==> src/rtl/sertx_pkg.sv <==
package sertx_pkg;
  localparam int unsigned HALF_W   = 16;
  localparam int unsigned NUM_HALF = 2;
  localparam int unsigned WORD_W   = HALF_W * NUM_HALF;
  localparam int unsigned CNT_W    = $clog2(WORD_W);
  localparam int unsigned MIN_LEN  = 8;
endpackage

==> src/rtl/sertx_hold.sv <==
module sertx_hold #(
  parameter int unsigned HALF_W   = sertx_pkg::HALF_W,
  parameter int unsigned NUM_HALF = sertx_pkg::NUM_HALF,
  localparam int unsigned WORD_W  = HALF_W * NUM_HALF
) (
  input  logic              clk_i,
  input  logic              rst_ni,
  input  logic              wr_en_i,
  input  logic              wr_hi_i,
  input  logic [HALF_W-1:0] wr_data_i,
  input  logic              xfer_i,
  output logic [WORD_W-1:0] word_o,
  output logic              full_o,
  output logic              ovf_o
);
  logic commit;
  assign commit = wr_en_i & ~wr_hi_i;

  for (genvar h = 0; h < NUM_HALF; h++) begin : g_half
    localparam bit IS_UP = (h == NUM_HALF - 1);
    always_ff @(posedge clk_i or negedge rst_ni) begin
      if (!rst_ni)                          word_o[h*HALF_W +: HALF_W] <= '0;
      else if (wr_en_i && wr_hi_i == IS_UP) word_o[h*HALF_W +: HALF_W] <= wr_data_i;
    end
  end

  always_ff @(posedge clk_i or negedge rst_ni) begin
    if (!rst_ni) begin
      full_o <= 1'b0;
      ovf_o  <= 1'b0;
    end else begin
      full_o <= commit | (full_o & ~xfer_i);
      // a commit on top of a word that is not leaving this cycle overwrites it
      if (commit && full_o && !xfer_i) ovf_o <= 1'b1;
    end
  end
endmodule

==> src/rtl/sertx_shifter.sv <==
module sertx_shifter #(
  parameter int unsigned WORD_W  = sertx_pkg::WORD_W,
  parameter int unsigned MIN_LEN = sertx_pkg::MIN_LEN,
  localparam int unsigned CNT_W  = $clog2(WORD_W)
) (
  input  logic              clk_i,
  input  logic              rst_ni,
  input  logic              load_i,
  input  logic [WORD_W-1:0] word_i,
  input  logic [CNT_W-1:0]  len_m1_i,
  input  logic              fsync_i,
  output logic              sdo_o,
  output logic              loaded_o,
  output logic              active_o,
  output logic              last_o
);
  localparam logic [CNT_W-1:0] MIN_M1 = CNT_W'(MIN_LEN - 1);
  localparam logic [CNT_W-1:0] TOP_IX = CNT_W'(WORD_W - 1);

  logic [WORD_W-1:0] shreg;
  logic [CNT_W-1:0]  cnt, len_q, len_eff, align;

  assign len_eff  = (len_m1_i < MIN_M1) ? MIN_M1 : len_m1_i;
  assign align    = TOP_IX - len_eff;
  assign last_o   = active_o && (cnt == len_q);
  assign sdo_o    = active_o & shreg[WORD_W-1];

  always_ff @(posedge clk_i or negedge rst_ni) begin
    if (!rst_ni) begin
      shreg    <= '0;
      cnt      <= '0;
      len_q    <= MIN_M1;
      loaded_o <= 1'b0;
      active_o <= 1'b0;
    end else begin
      if (active_o) begin
        if (last_o) active_o <= 1'b0;
        else begin
          shreg <= shreg << 1;
          cnt   <= cnt + 1'b1;
        end
      end else if (loaded_o && fsync_i) begin
        active_o <= 1'b1;
        loaded_o <= 1'b0;
        cnt      <= '0;
      end
      // reload has priority; only asserted when empty or on the last bit
      if (load_i) begin
        shreg    <= word_i << align;
        len_q    <= len_eff;
        loaded_o <= 1'b1;
      end
    end
  end
endmodule

==> src/rtl/sertx_dbuf_tx.sv <==
module sertx_dbuf_tx #(
  parameter int unsigned HALF_W   = sertx_pkg::HALF_W,
  parameter int unsigned NUM_HALF = sertx_pkg::NUM_HALF,
  parameter int unsigned MIN_LEN  = sertx_pkg::MIN_LEN,
  localparam int unsigned WORD_W  = HALF_W * NUM_HALF,
  localparam int unsigned CNT_W   = $clog2(WORD_W)
) (
  input  logic              clk_i,
  input  logic              rst_ni,
  input  logic              wr_en_i,
  input  logic              wr_hi_i,
  input  logic [HALF_W-1:0] wr_data_i,
  input  logic [CNT_W-1:0]  len_m1_i,
  input  logic              fsync_i,
  output logic              sdo_o,
  output logic              tx_ready_o,
  output logic              ovf_o
);
  logic [WORD_W-1:0] hold_word;
  logic hold_full, sh_loaded, sh_active, sh_last, xfer;

  assign xfer       = hold_full & (~(sh_loaded | sh_active) | sh_last);
  assign tx_ready_o = ~hold_full;

  sertx_hold #(.HALF_W(HALF_W), .NUM_HALF(NUM_HALF)) u_hold (
    .clk_i, .rst_ni, .wr_en_i, .wr_hi_i, .wr_data_i,
    .xfer_i (xfer),
    .word_o (hold_word),
    .full_o (hold_full),
    .ovf_o  (ovf_o)
  );

  sertx_shifter #(.WORD_W(WORD_W), .MIN_LEN(MIN_LEN)) u_shift (
    .clk_i, .rst_ni,
    .load_i   (xfer),
    .word_i   (hold_word),
    .len_m1_i (len_m1_i),
    .fsync_i  (fsync_i),
    .sdo_o    (sdo_o),
    .loaded_o (sh_loaded),
    .active_o (sh_active),
    .last_o   (sh_last)
  );
endmodule

==> config.mk <==
export PLATFORM = sky130hd
export DESIGN_NAME = sertx_dbuf_tx
export DESIGN_NICKNAME = d
export VERILOG_FILES = /design/src/rtl/sertx_pkg.sv /design/src/rtl/sertx_hold.sv /design/src/rtl/sertx_shifter.sv /design/src/rtl/sertx_dbuf_tx.sv
export SDC_FILE = /design/constraint.sdc
export NUM_CORES = 1
export LEC_CHECK = 0
export BUFFER_PORTS_ARGS = -buffer_cell sky130_fd_sc_hd__buf_2
export CAP_MARGIN = 0
export CORE_MARGIN = 10
export CORE_UTILIZATION = 30
export CTS_BUF_LIST = sky130_fd_sc_hd__clkbuf_4 sky130_fd_sc_hd__clkbuf_8
export DETAILED_ROUTE_END_ITERATION = 10
export GPL_ROUTABILITY_DRIVEN = 0
export GPL_TIMING_DRIVEN = 0
export PLACE_DENSITY = 0.55
export REMOVE_ABC_BUFFERS = 1
export SYNTH_ARGS = -nofsm -noshare
export SYNTH_HDL_FRONTEND = slang
export SYNTH_SLANG_ARGS = --single-unit
==> constraint.sdc <==
create_clock -name clk_i -period 2.5 [get_ports clk_i]
set_input_delay 0.75 -clock clk_i [delete_from_list [all_inputs] [get_ports clk_i]]
set_output_delay 0.75 -clock clk_i [all_outputs]
set_load 0.1 [all_outputs]
---- Word-level counts from Yosys, hierarchy flattened ----
Index checks and enable logic that the tools add are counted.
operators by class
  $add $sub $neg .......................... 2
  magnitude comparators ................... 1
  eq/ne operators ......................... 4
  shifts and indexed selects .............. 1
  mux-type cells .......................... 13
  bitwise operators ....................... 11
  reduce and logical (&&, ||, !) cells .... 13
operator list
  cell                   number
  $mux W32               3
  $shl A32 B5 Y32        1
  $mux W5                4
  $logic_and A1 B1 Y1    6
  $mux W1                6
  $reduce_and A2 Y1      3
  $reduce_bool A2 Y1     3
  $add A5 B1 Y5 const B  1
  $eq A5 B5 Y1           1
  $lt A5 B3 Y1 const B   1
  $sub A5 B5 Y5 const A  1
  $and A1 B1 Y1          4
  $ne A2 B2 Y1 const B   2
  $not A1 Y1             4
  $or A1 B1 Y1           3
  $ne A2 B1 Y1 const B   1
  $logic_not A1 Y1       1
storage, ports and cells
  register bits ........................... 78
  output and inout port bits .............. 3
  word-level logic and storage cells ...... 54

---- Logic depth before layout (Yosys ltp) ----
  depth after elaboration ................. 7
  mapped depth ............................ 9
  gate-level depth less buffers ........... 6

---- By module ----
Synthesis repeated with hierarchy kept, for this count alone.
second synthesis, totals
  cell total of the unflattened synthesis .. 583
  area total of the unflattened synthesis .. 5,487.8 µm²
by module, submodules not included
  module         instances  cells an instance  area an instance (µm²)  seq. area each (µm²)
  sertx_shifter  1          506                4,156.5                 1,104.8
  sertx_hold     1          74                 1,316.3                 850.8
  sertx_dbuf_tx  1          3                  15.0                    0.0

---- Worst setup path after synthesis ----
No wires, ideal clock.
  path kind ............................... in2reg
  from .................................... input port len_m1_i[3]
  to ...................................... register u_shift.shreg[22]
  setup time .............................. 134 ps
  arrival ................................. 2,286 ps
  setup slack ............................. 81 ps
  stages on the path ...................... 9
  path buffers ............................ 3
  cell sequence ........................... buf_2 or2_1 buf_6 buf_6 and3_1 a221o_1 mux2_4 a22oi_2 o211ai_1
between the ends
  word-level cells in the longest chain between the ends .. 5
ends and longest elaborated chain
  what                    RTL line             text
  start: declaration      sertx_dbuf_tx.sv:13  input logic [CNT_W-1:0] len_m1_i,
  $lt A5 B3 Y1            sertx_shifter.sv:23  assign len_eff = (len_m1_i < MIN_M1) ? MIN_M1 : len_m1_i;
  $mux W5 (*)             sertx_shifter.sv:23
  $sub A5 B5 Y5 (*)       sertx_shifter.sv:24  assign align = TOP_IX - len_eff;
  $shl A32 B5 Y32 (*)     sertx_shifter.sv:49  shreg <= word_i << align;
  $mux W32 (*)            sertx_shifter.sv:48  if (load_i) begin
  end signal: assignment  sertx_shifter.sv:39  shreg <= shreg << 1;
  end signal: assignment  sertx_shifter.sv:49
  end: declaration        sertx_shifter.sv:20  logic [WORD_W-1:0] shreg;
Every way passes the cells marked *; elsewhere a longest branch is shown, timed or not.
A chain may end at the register's enable or synchronous reset.

---- Worst setup path after layout ----
  from .................................... input port len_m1_i[4]
  to ...................................... register u_shift.shreg[29]
Same word-level chain as after synthesis.

==> metrics.txt <==
Die Wd 156 um; fill count 1,830; Max clock buf depth 2; largest area contributor in the netlist dfrtp_1; Static Leakage 2.40 nW; Area Growth Syn to Fin 12.2%; CTS tree yes; post-synthesis register bit count 78; post-DR vias/cell 6.22; final setup vio count 0; GRT Total Usage 14.8%; Logic pwr share 47.7%; Cells after Synth 615; drt initial violations 787; vias in the first global route 4,839; post-DP HPWL 12,300 um; Clock Power Share 15.6%; Final Power 0.00586 W; Slew @ Worst Pin 0.928 ns; fin crit share 97.0%; slowest stage delay, CP 0.44 ns; Metal-1 WL 7960 um; asr flop ratio synth 100%; worst setup path class in2reg; Top Layer Used met4; Main synth FF type dfrtp_1; Final ANT Viol Nets 0; fin crit period 2.42 ns; Cell variety after synth 66; met2 wire length 8420 um; number of CTS-inserted buffers 9; Fmax achieved 0.412 GHz; layout cell share with drive strength beyond 1 23.4%; Port Buffers 28; total number of clock tree sinks 78; DRC viols 0; Yosys top cell area share 33.9%; area of the multi-input gates 3440 sq um; Max Cap Viol 0; clk slew on worst S/H paths 0.10 ns; number of flops mapped to enable cells by yosys 0; crit start category primary input; ANT cells 0; Sw Pwr 0.00262 W; antenna violations before repair 0; Final #Nets 642; Seq/Total Area, Yosys 35.3%; H-tree Lvls 3; ranking of synthesized cells by area dfrtp_1 (34%), mux2_2 (9.3%), o21ai_0 (3.9%); row cnt 49; Flop pwr share 36.7%; metal3 WL 1570 um; register area 1960 sq um; RSZ-0062 raised after global routing no; fin cells 849; Final Max Tran Viols 0; Core Box Area 18,100 sq um; CP Capture Type flop; Crit path required time 2.84 ns; final worst clock skew 0.0135 ns; TritonRoute pass-1 iters 5; Yosys warnings 0; Total Wirelength 18,400 um; final hold vios 0; Critical Path Fanout Max 28; worst min-delay path class in2async; cts hold-fix bufs 0; I/O pin count 29; status completed; first-pass GRT wire length 28,700 um; DR vias 5,277; Initial Util 30.6%; Placed Cells 820; Pint 0.00324 W; Die Area 24,300 sq um; crit path max-delay cell type a2111oi_4; Max IR drop VDD 0.439 mV; pwr dens 943 nW/um^2; CTS root buf clkbuf_8; Post-Syn Area 5540 sq um; switching share of power 44.7%; Post-Syn Area per Cell 9.01 sq um; per-cell routed wire length 21.6 um; Rel. slew slack 37.9%; GRT overflow 0; Skew-Pair Late Insertion Delay 0.39 ns; worst-path cell chain buf_4, or2_4, a21o_1, a2111oi_4, o32ai_2, a221oi_1, a221o_1; largest net degree at the start of global routing 62; critical path data arrival time 2.76 ns; die height 156 um
==> cell usage after synthesis, types with 4 or more instances <==
| cell type | n |
|---|---|
| mux2i_1 | 21 |
| nand2_1 | 56 |
| a211o_1 | 5 |
| o22ai_1 | 16 |
| a221o_1 | 9 |
| o221ai_1 | 7 |
| buf_2 | 25 |
| nand3_1 | 15 |
| o2bb2ai_1 | 8 |
| nor2b_1 | 6 |
| mux2_2 | 46 |
| a21oi_1 | 28 |
| a221oi_1 | 9 |
| o21ba_2 | 4 |
| dfrtp_1 | 75 |
| xnor2_1 | 5 |
| a31oi_1 | 5 |
| a21o_1 | 5 |
| o21bai_1 | 4 |
| o211ai_1 | 16 |
| and2_1 | 4 |
| a22oi_1 | 11 |
| nor2_1 | 52 |
| a2bb2oi_1 | 5 |
| o21a_1 | 7 |
| inv_1 | 6 |
| clkbuf_1 | 18 |
| o21ai_0 | 43 |
| a211oi_1 | 11 |
| nand4_1 | 8 |
| nor3_1 | 13 |
| buf_1 | 6 |
| nand2b_1 | 9 |
==> power by group through the flow <==
| stage | Combinational (W) | Sequential [W] | Clock [W] |
|---|---|---|---|
| after floorplan | 0.00185 | 0.00202 | 0 |
| after global placement | 0.00243 | 0.00214 | 0 |
| after detailed placement | 0.00256 | 0.00216 | 0 |
| after CTS | 0.00267 | 0.00214 | 0.000943 |
| after global routing | 0.00308 | 0.00221 | 0.000993 |
| final | 0.00280 | 0.00215 | 0.000912 |
==> routing by layer <==
metal | vias to the layer above | track usage, %
met5 | - | 0
met4 | 0 | 4.59
met3 | 41 | 3.12
met2 | 294 | 22.9
met1 | 2580 | 20.3
li1 | 2362 | -
==> repair_timing <==
item	4_1_cts	5_1_grt
resized for setup	27	11
setup buffers	1	8
setup endpoints to repair	32	19
cloned	2	2
pin swaps	2	4
==> cell type report <==
| cell class | instances | area share [%] |
|---|---|---|
| Clock inverter | 7 | 0.906 |
| Tap cell | 229 | 4.61 |
| Multi-Input combinational cell | 478 | 55.4 |
| Inverter | 8 | 0.564 |
| Sequential cell | 78 | 31.5 |
| Timing Repair Buffer | 40 | 5.09 |
| Clock buffer | 9 | 1.99 |
==> metrics by stage <==
stage	util (%)	setup TNS [ns]	setup WS, ns	hold WS (ns)	area [sq um]
6_report	34.4	0	0.0757	0.309	6220
3_5_place_dp	32.0	-30.32	-1.28	0.454	5780
3_3_place_gp	31.5	-47.27	-1.57	0.451	5700
5_1_grt	34.4	0	0.0448	0.343	6220
4_1_cts	33.7	0	0.00863	0.314	6090
2_1_floorplan	-	-8.83	-0.503	0.438	5270
==> path summary, 6_finish.rpt <==
path	cells past startpoint	startpoint	end	slack, ns
max in group asynchronous	2	rst_ni	u_shift.shreg[6]	1.59
min in group clk_i	1	u_hold.ovf_o	u_hold.ovf_o	0.47
worst max-delay path	7	len_m1_i[4]	u_shift.shreg[29]	0.08
worst min-delay path	1	rst_ni	u_shift.cnt[2]	0.31
worst min register to register	1	u_hold.ovf_o	u_hold.ovf_o	0.47
worst max register to register	7	u_shift.len_q[0]	u_shift.shreg[23]	0.25
==> cell families after synthesis <==
logic type	synth area share [%]
compound gates	29.5
xor+xnor	1.11
fa+ha+maj	0.226
buf+inv	5.44
flops	35.3
mux	14.6
simple gates	13.8
==> critical path: cells and delay by family <==
kind / cells / cell delay [ns]
AO/OA/AOI/OAI: 5 / 1.37
AND/OR/NAND/NOR: 1 / 0.37
buffers and inverters: 1 / 0.24
==> cell usage in the layout (no fill, tap or decap), drive strengths merged, types with 4 or more instances in the layout <==
cell type	instances
o21ai	43
nand2b	9
nand4	8
nor2b	6
o21a	7
o21ba	4
a221oi	9
a21oi	28
o21bai	5
nand3	15
or2	4
o2bb2ai	8
and2	4
buf	40
mux2i	21
mux2	47
dfrtp	75
nor2	54
xnor2	5
nand2	56
a2bb2oi	5
a211o	5
a31oi	7
clkbuf	9
o22ai	16
o211ai	16
o221ai	7
a22oi	12
inv	10
a221o	9
nor3	13
a211oi	12
a21o	5
==> flip-flops by register name, summed over array words and instances (netlist names) <==
| signal | count |
|---|---|
| u_hold.full_o | 1 |
| u_hold.ovf_o | 1 |
| u_hold.word_o | 32 |
| u_shift.loaded_o | 1 |
| u_shift.active_o | 1 |
| u_shift.cnt | 5 |
| u_shift.len_q | 5 |
| u_shift.shreg | 32 |
(Power assumes the default switching activity.)
